[src/rtl/lpm_pkg.sv]
package lpm_pkg;
  typedef enum logic [2:0] {
    ST_RUN   = 3'd0,
    ST_IDLE  = 3'd1,
    ST_RWIN  = 3'd2,
    ST_PDN   = 3'd3,
    ST_PWAKE = 3'd4,
    ST_STAB  = 3'd5
  } lpm_state_e;

  typedef enum logic [1:0] {
    PM_NORM  = 2'd0,
    PM_DATA  = 2'd1,
    PM_FLOAT = 2'd2,
    PM_ADDR  = 2'd3
  } pmode_e;
endpackage

[src/rtl/lpm_seq.sv]
module lpm_seq
  import lpm_pkg::*;
#(
  parameter int CNT_W   = 8,
  parameter int WIN_CYC = 24
) (
  input  logic             clk,
  input  logic             rst_n,
  input  logic             rst_pin,
  input  logic             req_idle,
  input  logic             req_pdown,
  input  logic             irq_pend,
  input  logic [CNT_W-1:0] stab_len,
  output lpm_state_e       state
);
  localparam int WIN_W = $clog2(WIN_CYC + 1);
  localparam int CW    = (CNT_W > WIN_W) ? CNT_W : WIN_W;
  localparam logic [CW:0] WIN_LIM = (CW+1)'(WIN_CYC);

  lpm_state_e  st_q, st_d;
  logic [CW-1:0] cnt_q, cnt_d;
  logic [CW:0]   cnt_inc;
  logic [CW:0]   stab_ext;

  assign cnt_inc  = {1'b0, cnt_q} + 1'b1;
  assign stab_ext = {{(CW+1-CNT_W){1'b0}}, stab_len};

  always_comb begin
    st_d  = st_q;
    cnt_d = cnt_q;
    unique case (st_q)
      ST_RUN: begin
        if (!rst_pin) begin
          if (req_pdown)     st_d = ST_PDN;
          else if (req_idle) st_d = ST_IDLE;
        end
      end
      ST_IDLE: begin
        if (rst_pin) begin
          st_d  = ST_RWIN;
          cnt_d = '0;
        end else if (irq_pend) begin
          st_d = ST_RUN;
        end
      end
      ST_RWIN: begin
        if (cnt_inc == WIN_LIM) st_d = ST_RUN;
        else                    cnt_d = cnt_inc[CW-1:0];
      end
      ST_PDN: begin
        if (rst_pin) st_d = ST_PWAKE;
      end
      ST_PWAKE: begin
        if (!rst_pin) begin
          st_d  = ST_STAB;
          cnt_d = '0;
        end
      end
      ST_STAB: begin
        if (rst_pin)                    st_d = ST_PWAKE;
        else if (cnt_inc >= stab_ext)   st_d = ST_RUN;
        else                            cnt_d = cnt_inc[CW-1:0];
      end
      default: st_d = ST_RUN;
    endcase
  end

  always_ff @(posedge clk or negedge rst_n) begin
    if (!rst_n) begin
      st_q  <= ST_RUN;
      cnt_q <= '0;
    end else begin
      st_q  <= st_d;
      cnt_q <= cnt_d;
    end
  end

  assign state = st_q;
endmodule

[src/rtl/lpm_pins.sv]
module lpm_pins
  import lpm_pkg::*;
#(
  parameter int NPORT     = 4,
  parameter int MUX_PORT  = 0,
  parameter int ADDR_PORT = 2
) (
  input  lpm_state_e         state,
  input  logic               rst_pin,
  input  logic               ext_prog,
  output logic               cpu_clk_en,
  output logic               periph_clk_en,
  output logic               osc_en,
  output logic               core_rst,
  output logic               ram_inhibit,
  output logic               strb_force,
  output logic               strb_level,
  output logic [2*NPORT-1:0] port_sel
);
  logic in_idle, in_pdn, sleeping;

  assign in_idle  = (state == ST_IDLE);
  assign in_pdn   = (state == ST_PDN);
  assign sleeping = in_idle || in_pdn;

  assign cpu_clk_en    = !sleeping;
  assign periph_clk_en = !in_pdn;
  assign osc_en        = !in_pdn;
  assign ram_inhibit   = (state == ST_RWIN);
  assign core_rst      = ((state == ST_RUN) && rst_pin) ||
                         (state == ST_PWAKE) || (state == ST_STAB);
  assign strb_force    = sleeping;
  assign strb_level    = in_idle;

  for (genvar p = 0; p < NPORT; p++) begin : g_port
    localparam bit IS_MUX  = (p == MUX_PORT);
    localparam bit IS_ADDR = (p == ADDR_PORT);
    pmode_e mode;
    always_comb begin
      mode = PM_NORM;
      if (sleeping) begin
        mode = PM_DATA;
        if (ext_prog) begin
          if (IS_MUX)                  mode = PM_FLOAT;
          else if (IS_ADDR && in_idle) mode = PM_ADDR;
        end
      end
    end
    assign port_sel[2*p +: 2] = mode;
  end
endmodule

[src/rtl/lpm_ctrl.sv]
module lpm_ctrl
  import lpm_pkg::*;
#(
  parameter int NPORT   = 4,
  parameter int CNT_W   = 8,
  parameter int WIN_CYC = 24
) (
  input  logic               clk,
  input  logic               rst_n,
  input  logic               rst_pin,
  input  logic               req_idle,
  input  logic               req_pdown,
  input  logic               irq_pend,
  input  logic               ext_prog,
  input  logic [CNT_W-1:0]   stab_len,
  output logic               cpu_clk_en,
  output logic               periph_clk_en,
  output logic               osc_en,
  output logic               core_rst,
  output logic               ram_inhibit,
  output logic               strb_force,
  output logic               strb_level,
  output logic [2*NPORT-1:0] port_sel
);
  lpm_state_e state;

  lpm_seq #(.CNT_W(CNT_W), .WIN_CYC(WIN_CYC)) seq_i (
    .clk(clk), .rst_n(rst_n), .rst_pin(rst_pin), .req_idle(req_idle),
    .req_pdown(req_pdown), .irq_pend(irq_pend), .stab_len(stab_len),
    .state(state)
  );

  lpm_pins #(.NPORT(NPORT)) pins_i (
    .state(state), .rst_pin(rst_pin), .ext_prog(ext_prog),
    .cpu_clk_en(cpu_clk_en), .periph_clk_en(periph_clk_en),
    .osc_en(osc_en), .core_rst(core_rst), .ram_inhibit(ram_inhibit),
    .strb_force(strb_force), .strb_level(strb_level), .port_sel(port_sel)
  );
endmodule

[config.mk]
export PLATFORM = sky130hd
export DESIGN_NAME = lpm_ctrl
export DESIGN_NICKNAME = d
export VERILOG_FILES = /design/src/rtl/lpm_pkg.sv /design/src/rtl/lpm_seq.sv /design/src/rtl/lpm_pins.sv /design/src/rtl/lpm_ctrl.sv
export SDC_FILE = /design/constraint.sdc
export NUM_CORES = 1
export LEC_CHECK = 0
export ABC_AREA = 0
export ABC_CLOCK_PERIOD_IN_PS = 8500
export BUFFER_PORTS_ARGS = -buffer_cell sky130_fd_sc_hd__buf_2
export CORE_MARGIN = 2
export CORE_UTILIZATION = 30
export CTS_BUF_LIST = sky130_fd_sc_hd__clkbuf_8
export DETAILED_ROUTE_END_ITERATION = 8
export PLACE_DENSITY = 0.6
export SETUP_SLACK_MARGIN = 0.05
export SLEW_MARGIN = 20
export SYNTH_ARGS = -nofsm -noshare
export SYNTH_HDL_FRONTEND = slang
export SYNTH_SLANG_ARGS = --single-unit
[constraint.sdc]
create_clock -name clk -period 8.5 [get_ports clk]
set_clock_uncertainty 0.1 [all_clocks]
set_input_delay 1.7 -clock clk [delete_from_list [all_inputs] [get_ports clk]]
set_output_delay 1.7 -clock clk [all_outputs]
set_load 0.02 [all_outputs]
# Word-level counts from Yosys, hierarchy flattened
# Cells that the tools add are included.
dict set report classes {
  addsub 1
  mul 0
  n_div 0
  order_cmp 1
  n_eq_ne 17
  n_shift 0
  mux 23
  bitwise 0
  reduce_logical 10
}
# cell count
set op_table {}
lappend op_table {{two-way mux 8 bit} 5}
lappend op_table {{one-hot mux 8 bit (4 select lines)} 1}
lappend op_table {{two-way mux 3 bit} 10}
lappend op_table {{one-hot mux 3 bit (6 select lines)} 1}
lappend op_table {{!= test 2 bit (second input constant)} 7}
lappend op_table {{two-way mux 2 bit} 5}
lappend op_table {{adder 8 x 1 -> 9 bit (second input constant)} 1}
lappend op_table {{== test 9 x 5 -> 1 bit (second input constant)} 1}
lappend op_table {{greater-or-equal comparator 9 x 8 -> 1 bit} 1}
lappend op_table {{!= test 3 bit (second input constant)} 3}
lappend op_table {{AND reduction 7 bit} 1}
lappend op_table {{== test 3 x 2 -> 1 bit (second input constant)} 2}
lappend op_table {{== test 3 bit (second input constant)} 2}
lappend op_table {{AND reduction 6 bit} 1}
lappend op_table {{nonzero test 4 bit} 1}
lappend op_table {{== test 3 x 1 -> 1 bit (second input constant)} 1}
lappend op_table {{logical NOT 3 bit} 1}
lappend op_table {{logical OR 1 bit} 3}
lappend op_table {{logical NOT 1 bit} 2}
lappend op_table {{!= test 2 x 1 -> 1 bit (second input constant)} 1}
lappend op_table {{logical AND 1 bit} 1}
lappend op_table {{two-way mux 1 bit} 1}
dict set report totals {
  regBits 11
  latch_bits 0
  ram_bits 0
  mem_bits_ro 0
  memories 0
}

# Logic depth before layout (Yosys ltp)
# Gate-level depths: netlist of the first run.
dict set report logic_depth {
  depth_word 5
  ltp_mapped 10
  depth_no_buf 10
}

# By module
# A second synthesis of the first run with hierarchy kept.
dict set report unflattened {
  cells_unflattened 154
  hier_area_um2 1275.0
}
# mod n_inst cells_each area_each_um2 seq_area_each_um2
set modules_own_cells {}
lappend modules_own_cells {lpm_seq 1 136 1154.9 275.3}
lappend modules_own_cells {lpm_pins 1 18 120.1 0.0}

# Least setup slack after synthesis of the first run
# No wires, ideal clock.
dict set report synth_timing {
  kind {input-to-output}
  start {input port rst_pin}
  end {output port core_rst}
  arrival_ps 2109
  t_required_ps 6700
  path_slack_ps 4591
  path_stages 2
  path_buffers 0
  cell_sequence {nand2b_1 a21oi_1}
}
dict set report synth_between {
  elab_chain_cells 3
}
# item line
set synth_rtl {}
lappend synth_rtl {{from (decl)} lpm_ctrl.sv:10} ;# input logic rst_pin,
lappend synth_rtl {{logical AND 1 bit} lpm_pins.sv:30} ;# assign core_rst = ((state == ST_RUN) && rst_pin) ||
lappend synth_rtl {{logical OR 1 bit} lpm_pins.sv:30}
lappend synth_rtl {{logical OR 1 bit} lpm_pins.sv:31} ;# (state == ST_PWAKE) || (state == ST_STAB);
lappend synth_rtl {{to (decl)} lpm_ctrl.sv:19} ;# output logic core_rst,
# No other way between the ends.

# Worst setup path after layout of the first run
# Same ends and word-level chain as after synthesis.

==> flow_metrics.env, run 1 <==
export IMPL_netlist_top_cells_area="dfrtp_1, ha_1, buf_4, inv_1, nand2_1"
export IMPL_cp_endpoint="core_rst"
export IMPL_crit_required_ns=6.70
export IMPL_critPathArrivalTime_ns=2.23
export IMPL_netlist_cell_type_count=50
export IMPL_ant_nets=0
export IMPL_worstPathCellList="buf_2 > nand2b_1 > a21oi_1 > buf_2"
export IMPL_irDropWorstVdd_uv=59.8
export IMPL_grt_total_usage_pct=11.0
export IMPL_fin_crit_ns=4.03
export IMPL_final_area_sq_um=1310
export IMPL_postSynth_asyncResetShare_pct=100
export IMPL_start_kind="input pin"
export IMPL_drive_above_1_share_pct=27.0
export IMPL_synthTopCellsByCount="inv_1, nand2_1, dfrtp_1, ha_1, buf_4"
export IMPL_synth_seq_cells=11
export IMPL_wirelength_um=2270
export IMPL_via_per_inst=5.01
export IMPL_preCtsSetupSlack_ns=4.48
export IMPL_ys_seq_area_share_pct=23.7
export IMPL_yosysTopAreaCell="dfrtp_1"
export IMPL_clockRootBuffer="clkbuf_8"
export IMPL_portBuffers=27
export IMPL_cts_resized=0
export IMPL_power_w=0.000307
export IMPL_period_share_pct=47.4
export IMPL_cts_sinks=11
export IMPL_cp_common_cell="buf_2"
export IMPL_numCtsBuffers=3
export IMPL_drc=0
export IMPL_crit_slowest_cell="buf_2"
export IMPL_setup_viol=0
export IMPL_final_nets=177
export IMPL_grt_max_degree=12
export IMPL_clk_pin_slew_worst_paths_ns=0.05
export IMPL_antenna_found_initial=0
export IMPL_reg2reg_slack_ns=5.45
export IMPL_ys_flop_type="dfrtp_1"
export IMPL_globalplace_congestion=0.795
export IMPL_fillers=399
export IMPL_synth_edf_count=0
export IMPL_start_util_pct=31.5
export IMPL_fp_dieW_um=66.2
export IMPL_cp_max_fo=8
export IMPL_setup_worst_path_end_class="output port"
export IMPL_fmax_mhz=248
export IMPL_core_area_sq_um=3690
export IMPL_post_cts_buffers=0
export IMPL_outcome="complete, no violations"
export IMPL_r2r_end="seq_i.cnt_q[0]"
export IMPL_die_area_sq_um=4390
export IMPL_overflow=0
export IMPL_num_antenna_cells=0
export IMPL_ios=30
export IMPL_grt_pass1_vias=911
export IMPL_synth_cells=133
export IMPL_reg2reg_depth=10
export IMPL_rows=22
export IMPL_crit_type="input pin to output port"
export IMPL_final_max_slew_viol_count=0
export IMPL_avgSynthCellArea_sq_um=8.74
export IMPL_hpwl_um=1860
export IMPL_postPlaceCellArea_sq_um=1270
export IMPL_ys_warn_count=0
export IMPL_grt_pass1_wl_um=3760
export IMPL_final_setup_worst_slack_ns=4.47
export IMPL_p_leak_nw=0.666
export IMPL_maxCapViolations=0
export IMPL_clock_latency_ns=0.24
export IMPL_htreeDepth=1
export IMPL_drtIter0Drc=37
export IMPL_startpoint="rst_pin"
export IMPL_hp_class="flop to flop"
export IMPL_tritoncts="built"
export IMPL_synth_area_sq_um=1160
export IMPL_power_density_nw_per_um2=234
export IMPL_clockBufferDepth=2
export IMPL_synthToLayoutAreaGrowth_pct=12.9
export IMPL_reg2reg_from="seq_i.cnt_q[0]"
export IMPL_rsz0062_at_grt="no"
export IMPL_hold_viol_final=0
export IMPL_dr_pass1_iters=4
export IMPL_synth_top_cell_area_share_pct=23.7
export IMPL_tns_ns=0
export IMPL_cts_hold_buf=0
export IMPL_hold_slack_ns=0.482
export IMPL_wl_per_cell_um=11.3
export IMPL_critPathMaxStageDelay_ns=0.18
export IMPL_num_vias=1001
export IMPL_die_h_um=66.2
==> registers in the layout (all words and copies together) (netlist names) <==
| register | count |
|---|---|
| seq_i.cnt_q | 8 |
| seq_i.state | 3 |
==> where the power goes <==
part           switching (W)  total (W)  internal, W
combinational      0.0000994   0.000171    0.0000713
clock              0.0000195  0.0000512    0.0000317
sequential         0.0000213  0.0000849    0.0000636
total               0.000140   0.000307     0.000167
==> area by class of cell <==
class	count	area [sq um]	share of cell area, %
clock inverters	1	3.75	0.286
clock buffers	3	41.3	3.15
inverters	14	53.8	4.10
flip-flops and latches	11	275	21.0
multi-input cells	96	743	56.6
repair buffers	27	135	10.3
well taps	48	60.1	4.58
==> cell usage in the layout (no fill, tap or decap), types with 2 or more instances in the layout <==
cell type	Yosys	layout
buf_2	2	27
inv_1	12	13
nand2_1	12	12
dfrtp_1	11	11
ha_1	9	9
xnor2_1	5	5
nor2_1	4	4
nand2b_1	4	4
a21o_1	4	4
o21ai_0	4	4
o211ai_1	4	4
o2bb2ai_1	4	4
mux2i_1	4	4
nand3_1	3	3
nor3_1	3	3
a21oi_1	3	3
clkbuf_8	0	3
and3_1	2	2
nand3b_1	2	2
mux2_1	2	2
or3b_1	2	2
conb_1	1	2
==> metal layers <==
metal | track usage (%) | share of wire [%]
met3 | 3.58 | 5.8
met4 | 4.08 | 1.2
met5 | 0 | 0
met2 | 19.4 | 50
met1 | 12.3 | 43
==> metrics by stage <==
stage	instances	utilization, %
final	200	35.6
after global routing	200	35.6
after CTS	200	35.6
after detailed placement	196	34.4
after global placement	196	34.4
after floorplan	134	-
==> critical path: cells and delay by family <==
kind                   cells  cell delay (ns)
AO/OA/AOI/OAI              1             0.14
buffers and inverters      2             0.33
AND/OR/NAND/NOR            1             0.07
==> cells by family after synthesis <==
group,share of synthesized area [%]
adder cells (fa/ha/maj),9.69
flip-flops,23.7
other,0.323
AO/OA/AOI/OAI,20.7
multiplexers,6.67
XOR/XNOR,4.52
buffers and inverters,12.7
AND/OR/NAND/NOR,21.7
==> how the worst min path moves through the flow <==
stage                              start              to  slack [ns]  depth (start not counted)
final                     seq_i.cnt_q[1]  seq_i.cnt_q[1]        0.48                          2
after global routing      seq_i.cnt_q[1]  seq_i.cnt_q[1]        0.51                          2
after CTS                 seq_i.cnt_q[1]  seq_i.cnt_q[1]        0.48                          2
after detailed placement  seq_i.cnt_q[1]  seq_i.cnt_q[1]        0.47                          2
after global placement    seq_i.cnt_q[1]  seq_i.cnt_q[1]        0.46                          2
after floorplan           seq_i.cnt_q[1]  seq_i.cnt_q[1]        0.43                          2
Note: power is estimated with default switching activity, not from simulation.
==> inputs of run 2 (changes only) <==
ABC_AREA = 1   (was 0)
ABC_CLOCK_PERIOD_IN_PS = 3900   (was 8500)
clock period = 3.9 ns   (was 8.5 ns; I/O delays follow)
==> flow_metrics.env, run 2 <==
export IMPL_grt_max_degree=12
export IMPL_wl_per_cell_um=9.34
export IMPL_synth_top_family_by_area="simple AND/OR/NAND/NOR gates"
export IMPL_outcome="complete, no violations"
export IMPL_max_flop_register="seq_i.cnt_q"
export IMPL_final_max_slew_viol_count=0
export IMPL_swShare_pct=52.1
export IMPL_synthToLayoutAreaGrowth_pct=16.7
export IMPL_cp_common_cell="nand2_1"
export IMPL_post_cts_buffers=0
export IMPL_netlist_cell_type_count=27
export IMPL_crit_family="simple AND/OR/NAND/NOR gates"
export IMPL_num_antenna_cells=0
export IMPL_clockBufferDepth=2
export IMPL_rsz0062_at_grt="no"
export IMPL_start_kind="flop"
export IMPL_p_seq_share_pct=22.7
export IMPL_globalplace_congestion=0.831
export IMPL_synth_edf_count=0
export IMPL_synth_compound_area_share_pct=5.77
export IMPL_internal_power_w=0.000353
export IMPL_hpwl_um=2040
export IMPL_synthMuxAreaShare_pct=0
export IMPL_crit_required_ns=3.92
export IMPL_cts_hold_buf=0
export IMPL_hp_class="input pin to async pin"
export IMPL_fmax_mhz=405
export IMPL_synth_area_sq_um=1190
export IMPL_netlist_top_cells_area="dfrtp_1, nand2_1, inv_1, ha_1, nor2_1"
export IMPL_die_area_sq_um=4500
export IMPL_critPathMaxStageDelay_ns=0.43
export IMPL_setup_worst_path_end_class="flop"
export IMPL_overflow=0
export IMPL_clk_pin_slew_worst_paths_ns=0.05
export IMPL_power_density_nw_per_um2=530
export IMPL_via_per_inst=4.32
export IMPL_start_util_pct=31.9
export IMPL_rows=22
export IMPL_irDropWorstVdd_uv=196
export IMPL_worstPathCellList="ha_1 > nand3_2 > clkinv_1 > nand2_1 > nand2_2 > inv_1 > ha_1 > nand2_1 > nor2_1 > nand2_1 > nand3_1 > nand2_1 > nand2_1 > nand2_1 > nand2_1 > nand2_2 > nand3_1 > nand2_1"
export IMPL_clock_latency_ns=0.23
export IMPL_avgSynthCellArea_sq_um=6.38
export IMPL_tritoncts="built"
export IMPL_fp_dieW_um=67.0
export IMPL_ys_warn_count=0
export IMPL_cts_resized=0
export IMPL_synth_cells=187
export IMPL_postLayoutCoreUtil_pct=37.2
export IMPL_grt_total_usage_pct=11.7
export IMPL_final_common_cell="nand2_1"
export IMPL_cts_sinks=11
export IMPL_synth_seq_cells=11
export IMPL_die_h_um=67.0
export IMPL_postSynth_asyncResetShare_pct=100
export IMPL_setup_viol=0
export IMPL_numCtsBuffers=3
export IMPL_drtIter0Drc=51
export IMPL_synth_simple_area_share_pct=45.9
export IMPL_p_leak_nw=0.831
export IMPL_final_nets=238
export IMPL_p_comb_share_pct=62.7
export IMPL_yosysTopAreaCell="dfrtp_1"
export IMPL_period_share_pct=63.4
export IMPL_synth_fa_ha_area_share_pct=9.44
export IMPL_clockRootBuffer="clkbuf_8"
export IMPL_portBuffers=27
export IMPL_crit_type="flop to flop"
export IMPL_path_buf_inv=2
export IMPL_synthXorXnorAreaFrac_pct=0.735
export IMPL_htreeDepth=1
export IMPL_largest_register_ff_count=8
export IMPL_p_switching_w=0.000385
export IMPL_ant_nets=0
export IMPL_synth_top_cell_area_share_pct=23.1
export IMPL_grt_pass1_vias=906
export IMPL_ys_seq_area_share_pct=23.1
export IMPL_cp_depth=18
export IMPL_antenna_found_initial=0
export IMPL_dp_cells=257
export IMPL_hold_viol_final=0
export IMPL_final_cell_mix="nand2_1, inv_1, buf_2"
export IMPL_wirelength_um=2440
export IMPL_ys_flop_type="dfrtp_1"
export IMPL_grt_pass1_wl_um=3930
export IMPL_crit_slowest_cell="dfrtp_1"
export IMPL_cp_max_fo=9
export IMPL_dr_pass1_iters=4
export IMPL_ios=30
export IMPL_yosysMostFrequentCell="nand2_1"
export IMPL_core_area_sq_um=3740
export IMPL_maxCapViolations=0
export IMPL_num_vias=1128
export IMPL_fin_crit_ns=2.47
export IMPL_final_cells=261
export IMPL_critPathArrivalTime_ns=2.49
export IMPL_reg2reg_depth=18
export IMPL_clockPowerShare_pct=14.6
export IMPL_drive_above_1_share_pct=23.0
export IMPL_drc=0
export IMPL_tns_ns=0
export IMPL_synthTopCellsByCount="nand2_1, inv_1, nor2_1, nand3_1, dfrtp_1"
==> run 2: kinds of logic after synthesis <==
logic type | count (synthesis)
xor gates and xnor gates | 1
adders and majority gates | 9
buffers and inverters | 41
AOI/OAI and AO/OA | 11
DFF | 11
and+or+nand+nor | 113
other | 1
==> run 2: stage by stage <==
stage / hold WS (ns) / power (W) / setup WS (ns) / instance area [sq um]
3_3_place_gp: 0.398 / 0.000636 / 1.47 / 1350
3_5_place_dp: 0.410 / 0.000634 / 1.44 / 1350
6_report: 0.300 / 0.000737 / 1.43 / 1390
2_1_floorplan: 0.363 / 0.000542 / 1.50 / 1200
5_1_grt: 0.304 / 0.000804 / 1.20 / 1390
4_1_cts: 0.304 / 0.000746 / 1.41 / 1390
==> run 2: power groups by stage <==
stage / Sequential (W) / Clock [W] / Combinational [W]
after floorplan: 0.000163 / 0 / 0.000379
after global routing: 0.000172 / 0.000119 / 0.000513
after CTS: 0.000167 / 0.000112 / 0.000466
after detailed placement: 0.000169 / 0 / 0.000464
after global placement: 0.000169 / 0 / 0.000467
final: 0.000168 / 0.000107 / 0.000462
==> run 2: final timing paths <==
path	slack [ns]	startpoint	to
worst max-delay path	1.43	seq_i.cnt_q[0]	seq_i.cnt_q[2]
worst min-delay path	0.30	rst_n	seq_i.cnt_q[2]
worst max register to register	1.43	seq_i.cnt_q[0]	seq_i.cnt_q[2]
worst min register to register	0.42	seq_i.cnt_q[7]	seq_i.cnt_q[7]
max in group asynchronous	3.20	rst_n	seq_i.state[1]
min in group clk	0.42	seq_i.cnt_q[7]	seq_i.cnt_q[7]
==> run 2: cell type report <==
class / count / area [sq um]
clock inverter: 1 / 3.75
multi-input combinational: 136 / 744
tap: 48 / 60.1
fill: 413 / 2350
sequential: 11 / 275
clock buffer: 3 / 41.3
inverter: 35 / 131
timing repair buffer: 27 / 135
==> run 2: worst register-to-register path: stages, from the launching register on <==
cell      delay, ns
dfrtp_1        0.43
ha_1           0.23
nand3_2        0.12
clkinv_1       0.08
nand2_1        0.06
nand2_2        0.10
inv_1          0.05
ha_1           0.28
nand2_1        0.07
nor2_1         0.09
nand2_1        0.06
nand3_1        0.06
nand2_1        0.05
nand2_1        0.05
nand2_1        0.06
nand2_1        0.07
nand2_2        0.16
nand3_1        0.17
nand2_1        0.07
==> run 2: layer usage <==
layer / share of wire, % / track usage [%]
met1: 53 / 17.5
met2: 42 / 15.6
met5: 0 / 0
met4: 1.6 / 6.89
met3: 3.0 / 1.52
